<file path="config.mk">
export PLATFORM = sky130hd
export DESIGN_NAME = flash_burst_reader
export DESIGN_NICKNAME = d
export VERILOG_FILES = /design/src/rtl/flash_rd_pkg.sv /design/src/rtl/ws_down_counter.sv /design/src/rtl/burst_addr_gen.sv /design/src/rtl/flash_burst_reader.sv
export SDC_FILE = /design/constraint.sdc
export NUM_CORES = 1
export LEC_CHECK = 0
export ABC_CLOCK_PERIOD_IN_PS = 1780
export BUFFER_PORTS_ARGS = -buffer_cell sky130_fd_sc_hd__buf_4
export CORE_AREA = 2 2 85 87
export CTS_BUF_LIST = sky130_fd_sc_hd__clkbuf_2
export CTS_CLUSTER_DIAMETER = 150
export DETAILED_ROUTE_END_ITERATION = 8
export DIE_AREA = 0 0 87 89
export PLACE_DENSITY = 0.76
export RECOVER_POWER = 100
export SYNTH_ARGS = -nofsm -noshare
export SYNTH_HDL_FRONTEND = slang
export SYNTH_SLANG_ARGS = --single-unit
</file>
<file path="constraint.sdc">
create_clock -name clk -period 1.78 [get_ports clk]
set_input_delay 0.356 -clock clk [delete_from_list [all_inputs] [get_ports clk]]
set_output_delay 0.356 -clock clk [all_outputs]
set_load 0.03 [all_outputs]
</file>
<file path="src/rtl/flash_rd_pkg.sv">
package flash_rd_pkg;
  localparam int MAX_BEATS = 4;

  typedef enum logic [2:0] {
    ST_IDLE,
    ST_ADDR,
    ST_WAIT,
    ST_SAMPLE,
    ST_REC
  } seq_state_e;
endpackage

</file>
<file path="src/rtl/ws_down_counter.sv">
module ws_down_counter #(
  parameter int WS_W = 4
) (
  input  logic            clk,
  input  logic            rst,
  input  logic            load,
  input  logic [WS_W-1:0] load_val,
  output logic            zero
);
  logic [WS_W-1:0] cnt;

  always_ff @(posedge clk) begin
    if (rst)              cnt <= '0;
    else if (load)        cnt <= load_val - 1'b1;
    else if (cnt != '0)   cnt <= cnt - 1'b1;
  end

  assign zero = (cnt == '0);
endmodule

</file>
<file path="src/rtl/burst_addr_gen.sv">
module burst_addr_gen #(
  parameter int LO_W   = 3,
  parameter int BEAT_W = 3
) (
  input  logic              clk,
  input  logic              rst,
  input  logic              load,
  input  logic [LO_W-1:0]   start_lo,
  input  logic              wide,
  input  logic [BEAT_W-1:0] beats,
  input  logic              step,
  output logic [LO_W-1:0]   lo,
  output logic              last
);
  logic              wide_q;
  logic [BEAT_W-1:0] left;

  always_ff @(posedge clk) begin
    if (rst) begin
      lo     <= '0;
      wide_q <= 1'b0;
      left   <= '0;
    end else if (load) begin
      lo     <= wide ? {start_lo[LO_W-1:1], 1'b0} : start_lo;
      wide_q <= wide;
      left   <= beats;
    end else if (step) begin
      lo     <= lo + (wide_q ? LO_W'(2) : LO_W'(1));
      left   <= left - 1'b1;
    end
  end

  assign last = (left == BEAT_W'(1));
endmodule

</file>
<file path="src/rtl/flash_burst_reader.sv">
module flash_burst_reader
  import flash_rd_pkg::*;
#(
  parameter int ADDR_W = 25,
  parameter int LO_W   = 3,
  parameter int DATA_W = 16,
  parameter int WS_W   = 4,
  parameter int BEAT_W = 3,
  localparam int HI_W  = ADDR_W - LO_W
) (
  input  logic              clk,
  input  logic              rst,
  input  logic              req_valid,
  input  logic [ADDR_W-1:0] req_addr,
  input  logic [BEAT_W-1:0] req_beats,
  input  logic              req_wide,
  input  logic [WS_W-1:0]   cfg_a2d_ws,
  input  logic [WS_W-1:0]   cfg_d2d_ws,
  input  logic [WS_W-1:0]   cfg_rec_ws,
  output logic              req_ready,
  output logic [HI_W-1:0]   flash_addr_hi,
  output logic [LO_W-1:0]   flash_addr_lo,
  output logic              flash_ce_n,
  output logic              flash_oe_n,
  output logic              flash_we_n,
  input  logic [DATA_W-1:0] flash_dq,
  output logic [DATA_W-1:0] rd_data,
  output logic              rd_valid,
  output logic              done
);
  seq_state_e      state, nxt;
  logic [WS_W-1:0] a2d_q, d2d_q, rec_q;
  logic            cnt_load, cnt_zero;
  logic [WS_W-1:0] cnt_val;
  logic            ag_load, ag_step, ag_last;
  logic [BEAT_W-1:0] beats_eff;

  always_comb begin
    if (req_beats == '0)                      beats_eff = BEAT_W'(1);
    else if (int'(req_beats) > MAX_BEATS)     beats_eff = BEAT_W'(MAX_BEATS);
    else                                      beats_eff = req_beats;
  end

  ws_down_counter #(.WS_W(WS_W)) u_wait (
    .clk(clk), .rst(rst), .load(cnt_load), .load_val(cnt_val), .zero(cnt_zero)
  );

  burst_addr_gen #(.LO_W(LO_W), .BEAT_W(BEAT_W)) u_addr (
    .clk(clk), .rst(rst), .load(ag_load), .start_lo(req_addr[LO_W-1:0]),
    .wide(req_wide), .beats(beats_eff), .step(ag_step),
    .lo(flash_addr_lo), .last(ag_last)
  );

  always_comb begin
    nxt      = state;
    cnt_load = 1'b0;
    cnt_val  = a2d_q;
    ag_load  = 1'b0;
    ag_step  = 1'b0;
    case (state)
      ST_IDLE: if (req_valid) begin
        nxt     = ST_ADDR;
        ag_load = 1'b1;
      end
      ST_ADDR: if (a2d_q == '0) nxt = ST_SAMPLE;
               else begin nxt = ST_WAIT; cnt_load = 1'b1; cnt_val = a2d_q; end
      ST_WAIT: if (cnt_zero) nxt = ST_SAMPLE;
      ST_SAMPLE: begin
        if (ag_last) begin
          if (rec_q == '0) nxt = ST_IDLE;
          else begin nxt = ST_REC; cnt_load = 1'b1; cnt_val = rec_q; end
        end else begin
          ag_step = 1'b1;
          if (d2d_q == '0) nxt = ST_SAMPLE;
          else begin nxt = ST_WAIT; cnt_load = 1'b1; cnt_val = d2d_q; end
        end
      end
      ST_REC:  if (cnt_zero) nxt = ST_IDLE;
      default: nxt = ST_IDLE;
    endcase
  end

  always_ff @(posedge clk) begin
    if (rst) begin
      state         <= ST_IDLE;
      flash_ce_n    <= 1'b1;
      flash_oe_n    <= 1'b1;
      req_ready     <= 1'b1;
      rd_valid      <= 1'b0;
      rd_data       <= '0;
      done          <= 1'b0;
      flash_addr_hi <= '0;
      a2d_q         <= '0;
      d2d_q         <= '0;
      rec_q         <= '0;
    end else begin
      state      <= nxt;
      flash_ce_n <= !(nxt == ST_ADDR || nxt == ST_WAIT || nxt == ST_SAMPLE);
      flash_oe_n <= !(nxt == ST_WAIT || nxt == ST_SAMPLE);
      req_ready  <= (nxt == ST_IDLE);
      rd_valid   <= (state == ST_SAMPLE);
      done       <= (state != ST_IDLE) && (nxt == ST_IDLE);
      if (state == ST_SAMPLE) rd_data <= flash_dq;
      if (ag_load) begin
        flash_addr_hi <= req_addr[ADDR_W-1:LO_W];
        a2d_q         <= cfg_a2d_ws;
        d2d_q         <= cfg_d2d_ws;
        rec_q         <= cfg_rec_ws;
      end
    end
  end

  assign flash_we_n = 1'b1;
endmodule

</file>
==> impl_metrics.env, run 1 <==
export IMPL_status="complete, but fails checks"
export IMPL_violations="negative setup slack"
export IMPL_hold_viol=0
export IMPL_worstPathMaxFanout=6
export IMPL_hold_class="input port to register"
export IMPL_r2r_start="u_addr.left[1]$_SDFFE_PP0P_"
export IMPL_critPathRequiredTime_ns=2.15
export IMPL_grt_max_degree=44
export IMPL_grt_pass1_vias=2708
export IMPL_worst_path_stages=10
export IMPL_reg2regPathDepth=10
export IMPL_post_route_min_period_ns=2.04
export IMPL_synth_main_ff_cell="dfxtp_1"
export IMPL_crit_type="register to register"
export IMPL_leakagePower_nw=1.60
export IMPL_crit_slowest_cell="dfxtp_2"
export IMPL_syn_avg_cell_area_um2=8.06
export IMPL_grt_pass1_wl_mm=12.4
export IMPL_synthTopCellsByCount="nand2_1, dfxtp_1, a21oi_1"
export IMPL_p_int_w=0.00274
export IMPL_coreArea_um2=6720
export IMPL_syn_nets=415
export IMPL_reg2reg_setup_slack_ns=-0.26
export IMPL_setup_viol=6
export IMPL_cp_startpoint="u_addr.left[1]$_SDFFE_PP0P_"
export IMPL_cts_hold_fix_buffers=0
export IMPL_synth_most_common_cell="nand2_1"
export IMPL_clock_power_share_pct=19.4
export IMPL_wl_per_cell_um=13.8
export IMPL_fin_worst_skew_ns=0.0258
export IMPL_yosysTopAreaCell="dfxtp_1"
export IMPL_start_kind="register"
export IMPL_worst_pin_slew_ns=0.553
export IMPL_grt_antenna_before_repair=0
export IMPL_slew_viol_final=0
export IMPL_gr_usage_all_layers_pct=20.3
export IMPL_htree_levels=3
export IMPL_p_sw_share_pct=36.5
export IMPL_antenna_cells=0
export IMPL_rows=30
export IMPL_die_y_um=89
export IMPL_postRouteAntennaNets=0
export IMPL_synth_edff_count=0
export IMPL_boundaryPins=107
export IMPL_crit_end="u_wait.cnt[2]$_SDFFE_PP0P_"
export IMPL_ys_warn_count=0
export IMPL_synth_seq_cells=69
export IMPL_avgViaCountPerCell=5.12
export IMPL_fin_crit_sh_pct=115
export IMPL_fin_ws_ns=-0.264
export IMPL_synthTopCellsByArea="dfxtp_1, nand2_1, a21oi_1"
export IMPL_grt_setup_unrepaired="true"
export IMPL_worst_path_buf_inv=2
export IMPL_clk_path_buf_depth=2
export IMPL_max_stage_delay_ns=0.37
export IMPL_postSynth_asyncResetShare_pct=0
export IMPL_cp_data_arrival_time_ns=2.41
export IMPL_io_buffer_count=105
export IMPL_die_w_um=87
export IMPL_drc=0
export IMPL_clkTransAtPathRegs_ns=0.19
export IMPL_vdd_drop_max_v=0.000476
export IMPL_initial_core_util_pct=42.0
export IMPL_power_density_nw_per_um2=1090
export IMPL_ys_seq_area_share_pct=48.9
export IMPL_wirelength_mm=7.79
export IMPL_synthesis_area_um2=2820
export IMPL_ys_types=44
export IMPL_drt_iter0_drc=116
export IMPL_clk_latency_ns=0.47
export IMPL_cts_root_buffer="clkbuf_2"
export IMPL_p_switching_w=0.00157
export IMPL_routed_via_count=2890
export IMPL_cts_buffers=9
export IMPL_drive_gt1_share_pct=27.8
export IMPL_fmax_ghz=0.489
export IMPL_synthCells=350
export IMPL_area_growth_pct=40.4
export IMPL_placed_area_um2=3930
export IMPL_fin_nets=546
export IMPL_gp_congestion=0.876
export IMPL_power_frac_seq_pct=43.8
export IMPL_rr_endpoint="u_wait.cnt[2]$_SDFFE_PP0P_"
export IMPL_path_delay_family="compound AO/OA/AOI/OAI gates"
export IMPL_grt_overflow=0
export IMPL_worstPathCellList="inv_2, ha_4, nor3b_4, a221oi_2, buf_4, a2bb2oi_4, mux2i_2, ha_2, a211oi_2, a311oi_1"
export IMPL_design_area_um2=3960
export IMPL_synth_top_cell_area_share_pct=48.9
export IMPL_timing_slew_headroom_pct=62.8
export IMPL_drtPass1Iterations=4
export IMPL_comb_power_share_pct=36.8
export IMPL_tritoncts="done"
export IMPL_die_area_um2=7740
export IMPL_maxCapViolations=0
export IMPL_fillerInstances=644
export IMPL_dpl_hpwl_mm=5.57
export IMPL_fin_util_pct=59.0
export IMPL_end_kind="register"
export IMPL_cts_sinks=69
area by class of cell:
type / count / area, um^2 / share of cell area [%]
multi-input combinational: 247 / 1430 / 36.0
sequential: 69 / 1390 / 34.9
timing repair buffer: 144 / 915 / 23.1
tap: 80 / 100 / 2.53
clock buffer: 12 / 60.1 / 1.52
clock inverter: 3 / 37.5 / 0.947
inverter: 10 / 37.5 / 0.947
what timing repair did:
action | in CTS | in global routing
resized for setup | 5 | 14
setup buffers | 3 | 2
pin swaps | 1 | 4
setup endpoints to repair | 4 | 10
cloned | 0 | 0
sequential cells by signal, indices dropped and copies added, names as in the netlist, 3 cells and up:
name / flops
a2d_q: 4
state: 3
u_addr.left: 3
u_wait.cnt: 4
rd_data: 16
u_addr.lo: 3
flash_addr_hi: 22
d2d_q: 4
rec_q: 4
metrics by stage:
stage | total power [W] | std cells | hold slack, ns | setup TNS, ns | setup slack [ns]
6_report | 0.00431 | 565 | 0.106 | -1.01 | -0.264
5_1_grt | 0.00457 | 565 | 0.0574 | -2.66 | -0.333
3_5_place_dp | 0.00347 | 545 | 0.448 | -0.541 | -0.228
2_1_floorplan | 0.00284 | 350 | 0.436 | -0.0894 | -0.0762
3_3_place_gp | 0.00342 | 545 | 0.442 | -0.170 | -0.0916
4_1_cts | 0.00434 | 563 | 0.0611 | -0.513 | -0.230
routing by layer:
| metal | GRT usage (%) | part of all wire, % | vias to the layer above |
|---|---|---|---|
| li1 | - | - | 1440 |
| met1 | 24.6 | 40 | 1331 |
| met2 | 33.9 | 50 | 98 |
| met3 | 6.28 | 7.3 | 21 |
| met4 | 7.53 | 2.5 | 0 |
| met5 | 0 | 0 | - |
cells by family after synthesis:
kind of cell / after synthesis / synth area share, %
flops: 69 / 48.9
fa+ha+maj: 5 / 2.48
simple gates: 150 / 23.6
xor+xnor: 2 / 0.621
other cells: 1 / 0.133
mux: 4 / 1.42
compound gates: 85 / 17.7
buf+inv: 34 / 5.10
worst min-delay path by stage:
| stage | from | endpoint | slack [ns] | depth (start not counted) |
|---|---|---|---|---|
| final | cfg_a2d_ws[1] | a2d_q[1]$_SDFFE_PP0P_ | 0.11 | 3 |
| after global routing | cfg_a2d_ws[1] | a2d_q[1]$_SDFFE_PP0P_ | 0.06 | 3 |
| after CTS | cfg_a2d_ws[1] | a2d_q[1]$_SDFFE_PP0P_ | 0.06 | 3 |
| after detailed placement | flash_addr_hi[2]$_SDFFE_PP0P_ | flash_addr_hi[2]$_SDFFE_PP0P_ | 0.45 | 2 |
| after global placement | flash_addr_hi[10]$_SDFFE_PP0P_ | flash_addr_hi[10]$_SDFFE_PP0P_ | 0.44 | 2 |
| after floorplan | a2d_q[3]$_SDFFE_PP0P_ | a2d_q[3]$_SDFFE_PP0P_ | 0.44 | 2 |
power by group through the flow:
stage / logic (W) / registers [W] / clock network [W]
floorplan: 0.000733 / 0.00211 / 0
global placement: 0.00152 / 0.00191 / 0
detailed placement: 0.00155 / 0.00192 / 0
CTS: 0.00160 / 0.00189 / 0.000863
global route: 0.00173 / 0.00191 / 0.000927
finish: 0.00159 / 0.00189 / 0.000839
layout by cell type, fill, tap and decap left out, drive strengths merged, types with 2 or more instances in the layout:
master	netlist	final
a31oi	2	2
or3b	2	2
o32ai	2	2
or3	2	2
nor4	5	5
clkinv	0	2
o22ai	2	2
nand2b	3	3
ha	4	4
clkbuf	18	62
a21oi	60	60
nor3b	2	2
nand2	106	106
nor2b	3	3
a32oi	2	2
nor3	8	8
a211oi	3	3
nor2	12	12
mux2i	4	4
a2bb2oi	2	2
nand3b	3	3
dfxtp	69	69
a311oi	3	3
buf	6	94
inv	10	10
worst register-to-register path, cell delays in order (launching register included):
cell and delay (ns):
dfxtp_2 0.37, inv_2 0.05, ha_4 0.17, nor3b_4 0.15
a221oi_2 0.31, buf_4 0.18, a2bb2oi_4 0.17, mux2i_2 0.11
ha_2 0.21, a211oi_2 0.17, a311oi_1 0.07
Note: power is estimated with default switching activity, not from simulation.
==> run 2: changes to the inputs <==
==> constraint.sdc (replaced) <==
create_clock -name clk -period 1.78 [get_ports clk]
set_input_delay 0.267 -clock clk [delete_from_list [all_inputs] [get_ports clk]]
set_output_delay 0.267 -clock clk [all_outputs]
set_load 0.03 [all_outputs]
==> impl_metrics.env, run 2 (same netlist as run 1, synthesis figures left out) <==
export IMPL_start_kind="register"
export IMPL_clk_path_buf_depth=2
export IMPL_cp_data_arrival_time_ns=2.37
export IMPL_coreArea_um2=6720
export IMPL_grt_antenna_before_repair=0
export IMPL_critPathRequiredTime_ns=2.17
export IMPL_routed_via_count=3090
export IMPL_setup_viol=6
export IMPL_cts_root_buffer="clkbuf_2"
export IMPL_hold_class="input port to register"
export IMPL_wirelength_mm=8.84
export IMPL_dpl_hpwl_mm=5.50
export IMPL_end_kind="register"
export IMPL_die_w_um=87
export IMPL_drtPass1Iterations=4
export IMPL_status="complete, but fails checks"
export IMPL_die_area_um2=7740
export IMPL_hold_viol=0
export IMPL_largest_reg_flops=22
export IMPL_placed_area_um2=3940
export IMPL_grt_pass1_wl_mm=14.0
export IMPL_grt_overflow=0
export IMPL_drt_iter0_drc=180
export IMPL_design_area_um2=4460
export IMPL_most_common_layout_cells="nand2_1, buf_4, dfxtp_1, a21oi_1, dlygate4sd3_1"
export IMPL_boundaryPins=107
export IMPL_power_density_nw_per_um2=967
export IMPL_violations="negative setup slack"
export IMPL_reg2regPathDepth=10
export IMPL_finalPower_w=0.00431
export IMPL_grt_pass1_vias=3054
export IMPL_antenna_cells=0
export IMPL_worstHoldPathCells=2
export IMPL_clk_latency_ns=0.48
export IMPL_area_growth_pct=57.8
export IMPL_rows=30
export IMPL_maxCapViolations=0
export IMPL_mostFrequentLayoutCell="nand2_1"
export IMPL_cts_buffers=9
export IMPL_timing_slew_headroom_pct=60.3
export IMPL_crit_type="register to register"
export IMPL_leakagePower_nw=1.79
export IMPL_fillerInstances=578
export IMPL_gr_usage_all_layers_pct=23.0
export IMPL_reg_top3="flash_addr_hi (22), rd_data (16)"
export IMPL_cts_sinks=69
export IMPL_drc=0
export IMPL_tritoncts="done"
export IMPL_worstPathCellList="inv_2, ha_4, nor3b_4, a221oi_2, buf_4, a2bb2oi_4, mux2i_2, ha_2, a211oi_2, a311oi_1"
export IMPL_fmax_ghz=0.507
export IMPL_slew_viol_final=0
export IMPL_io_buffer_count=105
export IMPL_drive_gt1_share_pct=25.2
export IMPL_post_route_min_period_ns=1.97
export IMPL_clkTransAtPathRegs_ns=0.20
export IMPL_fin_ws_ns=-0.193
export IMPL_crit_slowest_cell="dfxtp_2"
export IMPL_avgViaCountPerCell=5.02
export IMPL_grt_max_degree=44
export IMPL_max_stage_delay_ns=0.37
export IMPL_die_y_um=89
export IMPL_top_register="flash_addr_hi"
export IMPL_htree_levels=3
export IMPL_vdd_drop_max_v=0.000500
export IMPL_worstPathMaxFanout=6
export IMPL_gp_congestion=0.841
export IMPL_grt_setup_unrepaired="true"
export IMPL_wl_per_cell_um=14.3
export IMPL_fin_nets=596
export IMPL_fin_worst_skew_ns=0.0207
export IMPL_worst_pin_slew_ns=0.590
export IMPL_tns_ns=-0.638
export IMPL_fin_crit_sh_pct=111
export IMPL_initial_core_util_pct=42.0
export IMPL_postRouteAntennaNets=0
[run 2: cell count changes in the layout (fill, tap and decap cells not counted), moves of 2 or more]
cell           before  now
dlygate4sd3_1       0   51
clkinv_2            0    3
clkbuf_2           16   11
clkinvlp_4          0    2
[run 2: final timing paths]
check,start,endpoint,slack (ns)
setup / recovery,u_addr.left[1]$_SDFFE_PP0P_,u_wait.cnt[2]$_SDFFE_PP0P_,-0.19
hold / removal,rst,rd_data[8]$_SDFFE_PP0N_,0.07
setup reg to reg,u_addr.left[1]$_SDFFE_PP0P_,u_wait.cnt[2]$_SDFFE_PP0P_,-0.19
hold reg to reg,rd_data[8]$_SDFFE_PP0N_,rd_data[8]$_SDFFE_PP0N_,0.47
[run 2: area by class of cell]
| class | instances | area, um^2 | area share (%) |
|---|---|---|---|
| repair buffers | 194 | 1420 | 31.8 |
| flip-flops and latches | 69 | 1390 | 31.1 |
| clock buffers | 9 | 45.0 | 1.01 |
| clock inverters | 7 | 42.5 | 0.955 |
| well taps | 80 | 100 | 2.25 |
| multi-input cells | 247 | 1430 | 32.0 |
| inverters | 10 | 37.5 | 0.842 |
[run 2: worst max-delay path: cells and delay by family, from the launching register on]
kind	cells	cell delay [ns]
buf+inv	2	0.22
flops	1	0.37
compound gates	4	0.69
fa+ha+maj	2	0.37
simple gates	1	0.15
mux	1	0.10
[run 2: stage by stage]
step	setup slack (ns)	utilization [%]	instances	hold WS, ns
4_1_cts	-0.197	68.2	615	0.0105
2_1_floorplan	-0.0762	-	350	0.403
5_1_grt	-0.336	66.3	616	0.0210
6_report	-0.193	66.3	616	0.0666
3_3_place_gp	-0.0966	58.7	547	0.442
3_5_place_dp	-0.184	58.7	547	0.448
[run 2: timing repair]
item                                   CTS  global route
pin swaps                                4             3
setup endpoints to repair                3            11
resized for setup                        6            12
endpoints found under the hold margin   51             0
buffers inserted                         1             1
hold buffers                            51             0
[run 2: power by group]
group          switching (W)  internal (W)  total, W
clock network       0.000580      0.000174  0.000754
registers           0.000144       0.00175   0.00189
logic               0.000936      0.000727   0.00166
total                0.00166       0.00265   0.00431
[run 2: per-layer routing]
metal	vias to the layer above	wire (um)	global-route usage (%)
met5	-	0	0
met4	0	150	10.1
met3	15	540	5.36
met2	103	4500	41.2
met1	1431	3650	26.2
li1	1541	-	-
